--- src/rtl/pio_timer_pkg.sv ---
// Package: shared phase encoding and field layout for the PIO cycle timer.
// Assumes a timing byte made of two equal-width count fields.
package pio_timer_pkg;
    typedef enum logic [1:0] {
        PH_IDLE  = 2'd0,
        PH_SETUP = 2'd1,
        PH_PULSE = 2'd2,
        PH_RECOV = 2'd3
    } phase_t;
endpackage

--- src/rtl/pio_timing_sel.sv ---
// Module: pio_timing_sel
// Picks the setup, pulse and recovery counts for one drive and direction
// from flattened per-drive timing vectors. Purely combinational.
// Assumes NUM_DRV >= 2 and a timing byte of {pulse, recovery} fields.
module pio_timing_sel #(
    parameter int NUM_DRV = 2,
    parameter int SETUP_W = 2,
    parameter int FIELD_W = 4,
    localparam int TIM_W  = 2 * FIELD_W,
    localparam int IDX_W  = (NUM_DRV > 1) ? $clog2(NUM_DRV) : 1
) (
    input  logic [IDX_W-1:0]           drive_sel,
    input  logic                       dir_rd,
    input  logic [NUM_DRV*TIM_W-1:0]   rd_tim_flat,
    input  logic [NUM_DRV*TIM_W-1:0]   wr_tim_flat,
    input  logic [NUM_DRV*SETUP_W-1:0] setup_flat,
    output logic [SETUP_W-1:0]         setup_cnt,
    output logic [FIELD_W-1:0]         pulse_cnt,
    output logic [FIELD_W-1:0]         recov_cnt
);
    logic [TIM_W-1:0]   rd_arr    [NUM_DRV];
    logic [TIM_W-1:0]   wr_arr    [NUM_DRV];
    logic [SETUP_W-1:0] setup_arr [NUM_DRV];
    logic [TIM_W-1:0]   tim_byte;

    // Unpack the flattened per-drive vectors into arrays.
    for (genvar d = 0; d < NUM_DRV; d++) begin : g_unpack
        assign rd_arr[d]    = rd_tim_flat[d*TIM_W +: TIM_W];
        assign wr_arr[d]    = wr_tim_flat[d*TIM_W +: TIM_W];
        assign setup_arr[d] = setup_flat[d*SETUP_W +: SETUP_W];
    end

    // Select the byte for the requested direction and split its fields.
    always_comb begin
        tim_byte  = dir_rd ? rd_arr[drive_sel] : wr_arr[drive_sel];
        setup_cnt = setup_arr[drive_sel];
        pulse_cnt = tim_byte[TIM_W-1:FIELD_W];
        recov_cnt = tim_byte[FIELD_W-1:0];
    end
endmodule

--- src/rtl/pio_tick_counter.sv ---
// Module: pio_tick_counter
// Loadable down-counter that flags the final cycle of a phase.
// Loading N yields N+1 cycles before the next load is due.
module pio_tick_counter #(
    parameter int W = 4
) (
    input  logic         clk,
    input  logic         rst_n,
    input  logic         load,
    input  logic [W-1:0] load_val,
    output logic         last
);
    logic [W-1:0] cnt;

    // Load on phase entry, otherwise count down to zero and hold.
    always_ff @(posedge clk) begin
        if (!rst_n)
            cnt <= '0;
        else if (load)
            cnt <= load_val;
        else if (cnt != '0)
            cnt <= cnt - {{(W-1){1'b0}}, 1'b1};
    end

    assign last = (cnt == '0);
endmodule

--- src/rtl/pio_phase_seq.sv ---
// Module: pio_phase_seq
// Sequences setup, strobe and recovery phases for one transfer.
// It latches the direction and the counts when a start is accepted in
// idle, and pulses done for one clock after recovery.
// Assumes the selected counts are valid in the cycle start is high.
module pio_phase_seq
    import pio_timer_pkg::*;
#(
    parameter int SETUP_W = 2,
    parameter int FIELD_W = 4,
    localparam int CNT_W  = (SETUP_W > FIELD_W) ? SETUP_W : FIELD_W
) (
    input  logic               clk,
    input  logic               rst_n,
    input  logic               start,
    input  logic               dir_rd,
    input  logic [SETUP_W-1:0] setup_cnt,
    input  logic [FIELD_W-1:0] pulse_cnt,
    input  logic [FIELD_W-1:0] recov_cnt,
    output logic               busy,
    output logic               rd_stb,
    output logic               wr_stb,
    output logic               done
);
    phase_t             phase;
    logic               dir_q;
    logic [FIELD_W-1:0] pulse_q;
    logic [FIELD_W-1:0] recov_q;
    logic               done_q;
    logic               accept;
    logic               last;
    logic               load;
    logic [CNT_W-1:0]   load_val;

    // Phase length minus one, with a zero count treated as one cycle.
    function automatic logic [CNT_W-1:0] len_m1(input logic [CNT_W-1:0] n);
        return (n == '0) ? '0 : n - {{(CNT_W-1){1'b0}}, 1'b1};
    endfunction

    assign accept = start && (phase == PH_IDLE);

    // Decide when the counter reloads and with which phase length.
    always_comb begin
        load     = 1'b0;
        load_val = '0;
        if (accept) begin
            load     = 1'b1;
            load_val = len_m1(CNT_W'(setup_cnt));
        end else if (last && phase == PH_SETUP) begin
            load     = 1'b1;
            load_val = len_m1(CNT_W'(pulse_q));
        end else if (last && phase == PH_PULSE) begin
            load     = 1'b1;
            load_val = len_m1(CNT_W'(recov_q));
        end
    end

    pio_tick_counter #(.W(CNT_W)) u_cnt (
        .clk      (clk),
        .rst_n    (rst_n),
        .load     (load),
        .load_val (load_val),
        .last     (last)
    );

    // Phase state, latched cycle parameters and the done pulse.
    always_ff @(posedge clk) begin
        if (!rst_n) begin
            phase   <= PH_IDLE;
            dir_q   <= 1'b0;
            pulse_q <= '0;
            recov_q <= '0;
            done_q  <= 1'b0;
        end else begin
            done_q <= 1'b0;
            unique case (phase)
                PH_IDLE: if (start) begin
                    phase   <= PH_SETUP;
                    dir_q   <= dir_rd;
                    pulse_q <= pulse_cnt;
                    recov_q <= recov_cnt;
                end
                PH_SETUP: if (last) phase <= PH_PULSE;
                PH_PULSE: if (last) phase <= PH_RECOV;
                PH_RECOV: if (last) begin
                    phase  <= PH_IDLE;
                    done_q <= 1'b1;
                end
                default: phase <= PH_IDLE;
            endcase
        end
    end

    assign busy   = (phase != PH_IDLE);
    assign rd_stb = (phase == PH_PULSE) &&  dir_q;
    assign wr_stb = (phase == PH_PULSE) && !dir_q;
    assign done   = done_q;
endmodule

--- src/rtl/pio_cycle_timer.sv ---
// Module: pio_cycle_timer (top)
// Generates one programmed-I/O cycle per accepted start, using the
// per-drive read or write timing chosen by the drive index and direction.
// Assumes inputs are synchronous to clk.
module pio_cycle_timer #(
    parameter int NUM_DRV = 2,
    parameter int SETUP_W = 2,
    parameter int FIELD_W = 4,
    localparam int TIM_W  = 2 * FIELD_W,
    localparam int IDX_W  = (NUM_DRV > 1) ? $clog2(NUM_DRV) : 1
) (
    input  logic                       clk,
    input  logic                       rst_n,
    input  logic                       start_i,
    input  logic                       rd_not_wr_i,
    input  logic [IDX_W-1:0]           drive_i,
    input  logic [NUM_DRV*TIM_W-1:0]   rd_timing_i,
    input  logic [NUM_DRV*TIM_W-1:0]   wr_timing_i,
    input  logic [NUM_DRV*SETUP_W-1:0] setup_i,
    output logic                       rd_strobe_o,
    output logic                       wr_strobe_o,
    output logic                       busy_o,
    output logic                       done_o
);
    logic [SETUP_W-1:0] sel_setup;
    logic [FIELD_W-1:0] sel_pulse;
    logic [FIELD_W-1:0] sel_recov;

    pio_timing_sel #(
        .NUM_DRV (NUM_DRV),
        .SETUP_W (SETUP_W),
        .FIELD_W (FIELD_W)
    ) u_sel (
        .drive_sel   (drive_i),
        .dir_rd      (rd_not_wr_i),
        .rd_tim_flat (rd_timing_i),
        .wr_tim_flat (wr_timing_i),
        .setup_flat  (setup_i),
        .setup_cnt   (sel_setup),
        .pulse_cnt   (sel_pulse),
        .recov_cnt   (sel_recov)
    );

    pio_phase_seq #(
        .SETUP_W (SETUP_W),
        .FIELD_W (FIELD_W)
    ) u_seq (
        .clk       (clk),
        .rst_n     (rst_n),
        .start     (start_i),
        .dir_rd    (rd_not_wr_i),
        .setup_cnt (sel_setup),
        .pulse_cnt (sel_pulse),
        .recov_cnt (sel_recov),
        .busy      (busy_o),
        .rd_stb    (rd_strobe_o),
        .wr_stb    (wr_strobe_o),
        .done      (done_o)
    );
endmodule

--- config.mk ---
export PLATFORM = sky130hd
export DESIGN_NAME = pio_cycle_timer
export DESIGN_NICKNAME = d
export VERILOG_FILES = /design/src/rtl/pio_timer_pkg.sv /design/src/rtl/pio_timing_sel.sv /design/src/rtl/pio_tick_counter.sv /design/src/rtl/pio_phase_seq.sv /design/src/rtl/pio_cycle_timer.sv
export SDC_FILE = /design/constraint.sdc
export NUM_CORES = 1
export LEC_CHECK = 0
export ABC_AREA = 1
export ABC_CLOCK_PERIOD_IN_PS = 4800
export BUFFER_PORTS_ARGS = -buffer_cell sky130_fd_sc_hd__buf_2
export CAP_MARGIN = 20
export CORE_UTILIZATION = 55
export CTS_CLUSTER_SIZE = 14
export DETAILED_ROUTE_END_ITERATION = 7
export HOLD_SLACK_MARGIN = 0.06
export PLACE_DENSITY = 0.93
export REMOVE_ABC_BUFFERS = 1
export SKIP_LAST_GASP = 1
export SYNTH_ARGS = -nofsm -noshare
export SYNTH_HDL_FRONTEND = slang
export SYNTH_HIERARCHICAL = 1
export SYNTH_SLANG_ARGS = --single-unit
--- constraint.sdc ---
create_clock -name clk -period 4.8 [get_ports clk]
set_clock_uncertainty 0.05 [all_clocks]
set_input_delay 0.72 -clock clk [delete_from_list [all_inputs] [get_ports clk]]
set_output_delay 0.72 -clock clk [all_outputs]
set_load 0.05 [all_outputs]
==> results.py <==
metrics = {
    "global_route": {
        "grt_use_total_pct": 24.2,
        "grt_max_degree": 20,
        "antenna_found_initial": 0,
        "overflow": 0,
        "grt_pass1_wl_um": 5290,
        "grt_pass1_vias": 1352,
    },
    "cells_and_area": {
        "final_cell_area_mm2": 0.00175,
        "fillers": 228,
        "nNetsFinal": 347,
        "drive_above_1_share_pct": 24.1,
        "fin_cells": 329,
        "multi_input_area_um2": 918,
        "area_growth_pct": 15.8,
        "area.sequential_um2": 320,
        "diodes": 0,
    },
    "placed_design": {
        "portBuffers": 44,
        "place_inst": 325,
        "gp_congestion": 0.874,
        "placed_cell_area_mm2": 0.00171,
        "place_hpwl_um": 2380,
    },
    "logic_synthesis": {
        "synth_area_mm2": 0.00151,
        "yosys_warnings": 6,
        "ys_ff_latch": 16,
        "yosysUniqueCellTypes": 24,
        "seq_area_frac_synth_pct": 21.2,
        "avgSynthCellArea_um2": 5.88,
        "syn_inst": 257,
    },
    "route": {
        "top_layer": "met4",
        "route.detailed.drc": 0,
        "drtAntennaViolNets": 0,
        "vias": 1567,
        "routedLengthMet1_um": 1350,
        "routed_via_density": 4.76,
        "drt_first_pass_iters": 4,
        "wl_per_cell_um": 9.17,
        "wirelength_um": 3020,
        "routed-wl-met2_um": 1480,
        "drt_iter0_drc": 48,
        "met3_length_um": 175,
    },
    "sta": {
        "post-route-min-period_ns": 2.12,
        "setup-tns-final_ns": 0,
        "report.final.setup_viol": 0,
        "report.final.hold_viol_count": 0,
        "slew_headroom_pct": 66.6,
        "slew_violations": 0,
        "max_freq_ghz": 0.471,
        "tightest_slew_ns": 0.500,
        "rsz0062_at_grt": "false",
        "fin_crit_sh_pct": 44.2,
    },
    "clock_tree": {
        "cts_resized": 0,
        "insertion_delay_ns": 0.30,
        "hold_buffers": 0,
        "cts.sinks": 16,
        "cts.clk_slew.worst_paths_ns": 0.10,
        "cts_tree": "built",
        "cts_buffers": 3,
        "cts.path.max_buffers": 2,
        "root_buffer": "clkbuf_4",
        "post-cts-setup-buffers": 0,
        "htreeDepth": 1,
    },
    "power_and_ir_drop": {
        "p_sw_share_pct": 50.0,
        "combPwrFrac_pct": 61.9,
        "p_sw_uw": 397,
        "ir_drop_uv": 499,
        "p_seq_share_pct": 26.6,
        "leakage_nw": 1.08,
        "power_density_mw_per_mm2": 454,
        "internal_power_uw": 397,
        "clock_power_share_pct": 11.5,
    },
    "floorplan": {
        "std_cell_rows": 18,
        "pin_count": 45,
        "start_util_pct": 59.3,
        "die_h_um": 54.4,
        "dieArea_mm2": 0.00296,
        "core_mm2": 0.00254,
        "die_w_um": 54.4,
    },
    "critical_path": {
        "crit_type": "reg2out",
        "worst_setup_path_end_kind": "output pin",
        "path_cells": "inv_1, ha_1, inv_1, nor2_1, buf_2",
        "start_kind": "flip-flop",
        "cpMostUsedCell": "inv_1",
        "r2r_slack_ns": 2.71,
        "arrival_ns": 1.35,
        "worst_path_max_delay_cell": "dfxtp_1",
        "required_ns": 4.03,
        "slowest_delay_ns": 0.35,
        "path_max_fanout": 4,
    },
    "flow_run": {
        "maxCapViolCount": 0,
    },
    "run_status": {
        "outcome": "complete, no violations",
    },
    "worst_hold_path": {
        "hold_class": "reg2reg",
    },
}
[cell usage in the layout (no fill, tap or decap)]
cell type,count
clkinv_2,1
dfxtp_1,16
inv_6,1
nand3_2,9
clkbuf_8,1
xnor2_1,1
inv_2,3
nor2_1,31
nand3b_1,2
ha_1,6
nand4_1,2
nand2_1,78
o21ai_0,11
a21oi_1,9
or2_0,2
buf_2,44
and2_4,1
nor2_2,1
nand3_1,18
clkbuf_4,3
nand2_4,8
inv_1,51
[power groups by stage]
stage / clock (mW) / combinational, mW / sequential, mW
after floorplan: 0 / 0.392 / 0.207
after global placement: 0 / 0.477 / 0.212
after detailed placement: 0 / 0.485 / 0.214
after CTS: 0.0926 / 0.488 / 0.210
after global routing: 0.0995 / 0.564 / 0.216
final: 0.0913 / 0.491 / 0.211
[sequential cells by signal, summed over array words and instances (netlist names)]
name,cells
u_seq/done,1
u_seq/dir_q,1
u_seq/recov_q,4
u_seq/u_cnt/cnt,4
u_seq/pulse_q,4
u_seq/phase,2
[routing by layer]
layer	GRT usage, %	up-vias
li1	-	856
met3	5.83	3
met2	43.1	41
met5	0	-
met4	3.85	0
met1	29.5	667
[through the flow]
| stage | setup WS, ns | power [mW] | hold WS (ns) | utilization (%) |
|---|---|---|---|---|
| final | 2.68 | 0.793 | 0.454 | 68.7 |
| after CTS | 2.67 | 0.791 | 0.452 | 68.7 |
| after detailed placement | 2.71 | 0.699 | 0.436 | 67.3 |
| after floorplan | 2.75 | 0.599 | 0.397 | - |
| after global routing | 2.51 | 0.880 | 0.473 | 68.7 |
| after global placement | 2.74 | 0.689 | 0.430 | 67.3 |
[worst max-delay path, delay by kind of cell (launching register included)]
kind | cells | cell delay, ns
flip-flops | 1 | 0.35
buffers and inverters | 3 | 0.42
adder cells (fa/ha/maj) | 1 | 0.21
AND/OR/NAND/NOR | 1 | 0.08
[final timing paths]
kind | start | to | cells past startpoint
worst max-delay path | u_seq/phase[0]$_SDFFE_PN0P_ | wr_strobe_o | 5
worst max register to register | u_seq/u_cnt/cnt[0]$_SDFFE_PN0P_ | u_seq/u_cnt/cnt[3]$_SDFFE_PN0P_ | 13
worst min register to register | u_seq/recov_q[3]$_SDFFE_PN0P_ | u_seq/recov_q[3]$_SDFFE_PN0P_ | 2
worst min-delay path | u_seq/recov_q[3]$_SDFFE_PN0P_ | u_seq/recov_q[3]$_SDFFE_PN0P_ | 2
[layout make-up]
cell class	instances	area share [%]
multi-input cells	179	52.5
well taps	30	2.15
inverters	56	12.4
clock buffers	4	2.07
repair buffers	44	12.6
flip-flops and latches	16	18.3
[logic make-up (layout without fill, tap and decap cells)]
family	Yosys count	count (layout)	share of synthesized area [%]
AND/OR/NAND/NOR	152	152	48.6
buffers and inverters	62	104	18.0
flip-flops	16	16	21.2
adder cells (fa/ha/maj)	6	6	4.97
AO/OA/AOI/OAI	20	20	6.63
XOR/XNOR	1	1	0.580
[synth_stat cells]
library cell	n	area, um^2
a21oi_1	9	45.0
and2_4	1	8.76
buf_12	1	20.0
buf_2	1	5.00
buf_4	2	15.0
buf_6	1	11.3
clkbuf_1	1	3.75
clkinv_2	1	5.00
dfxtp_1	16	320
ha_1	6	75.1
inv_1	51	191
inv_2	3	11.3
inv_6	1	8.76
nand2_1	78	293
nand2_4	8	90.1
nand3_1	18	90.1
nand3_2	9	90.1
nand3b_1	2	15.0
nand4_1	2	12.5
nor2_1	31	116
nor2_2	1	6.26
o21ai_0	11	55.1
or2_0	2	12.5
xnor2_1	1	8.76
(Power assumes the default switching activity.)
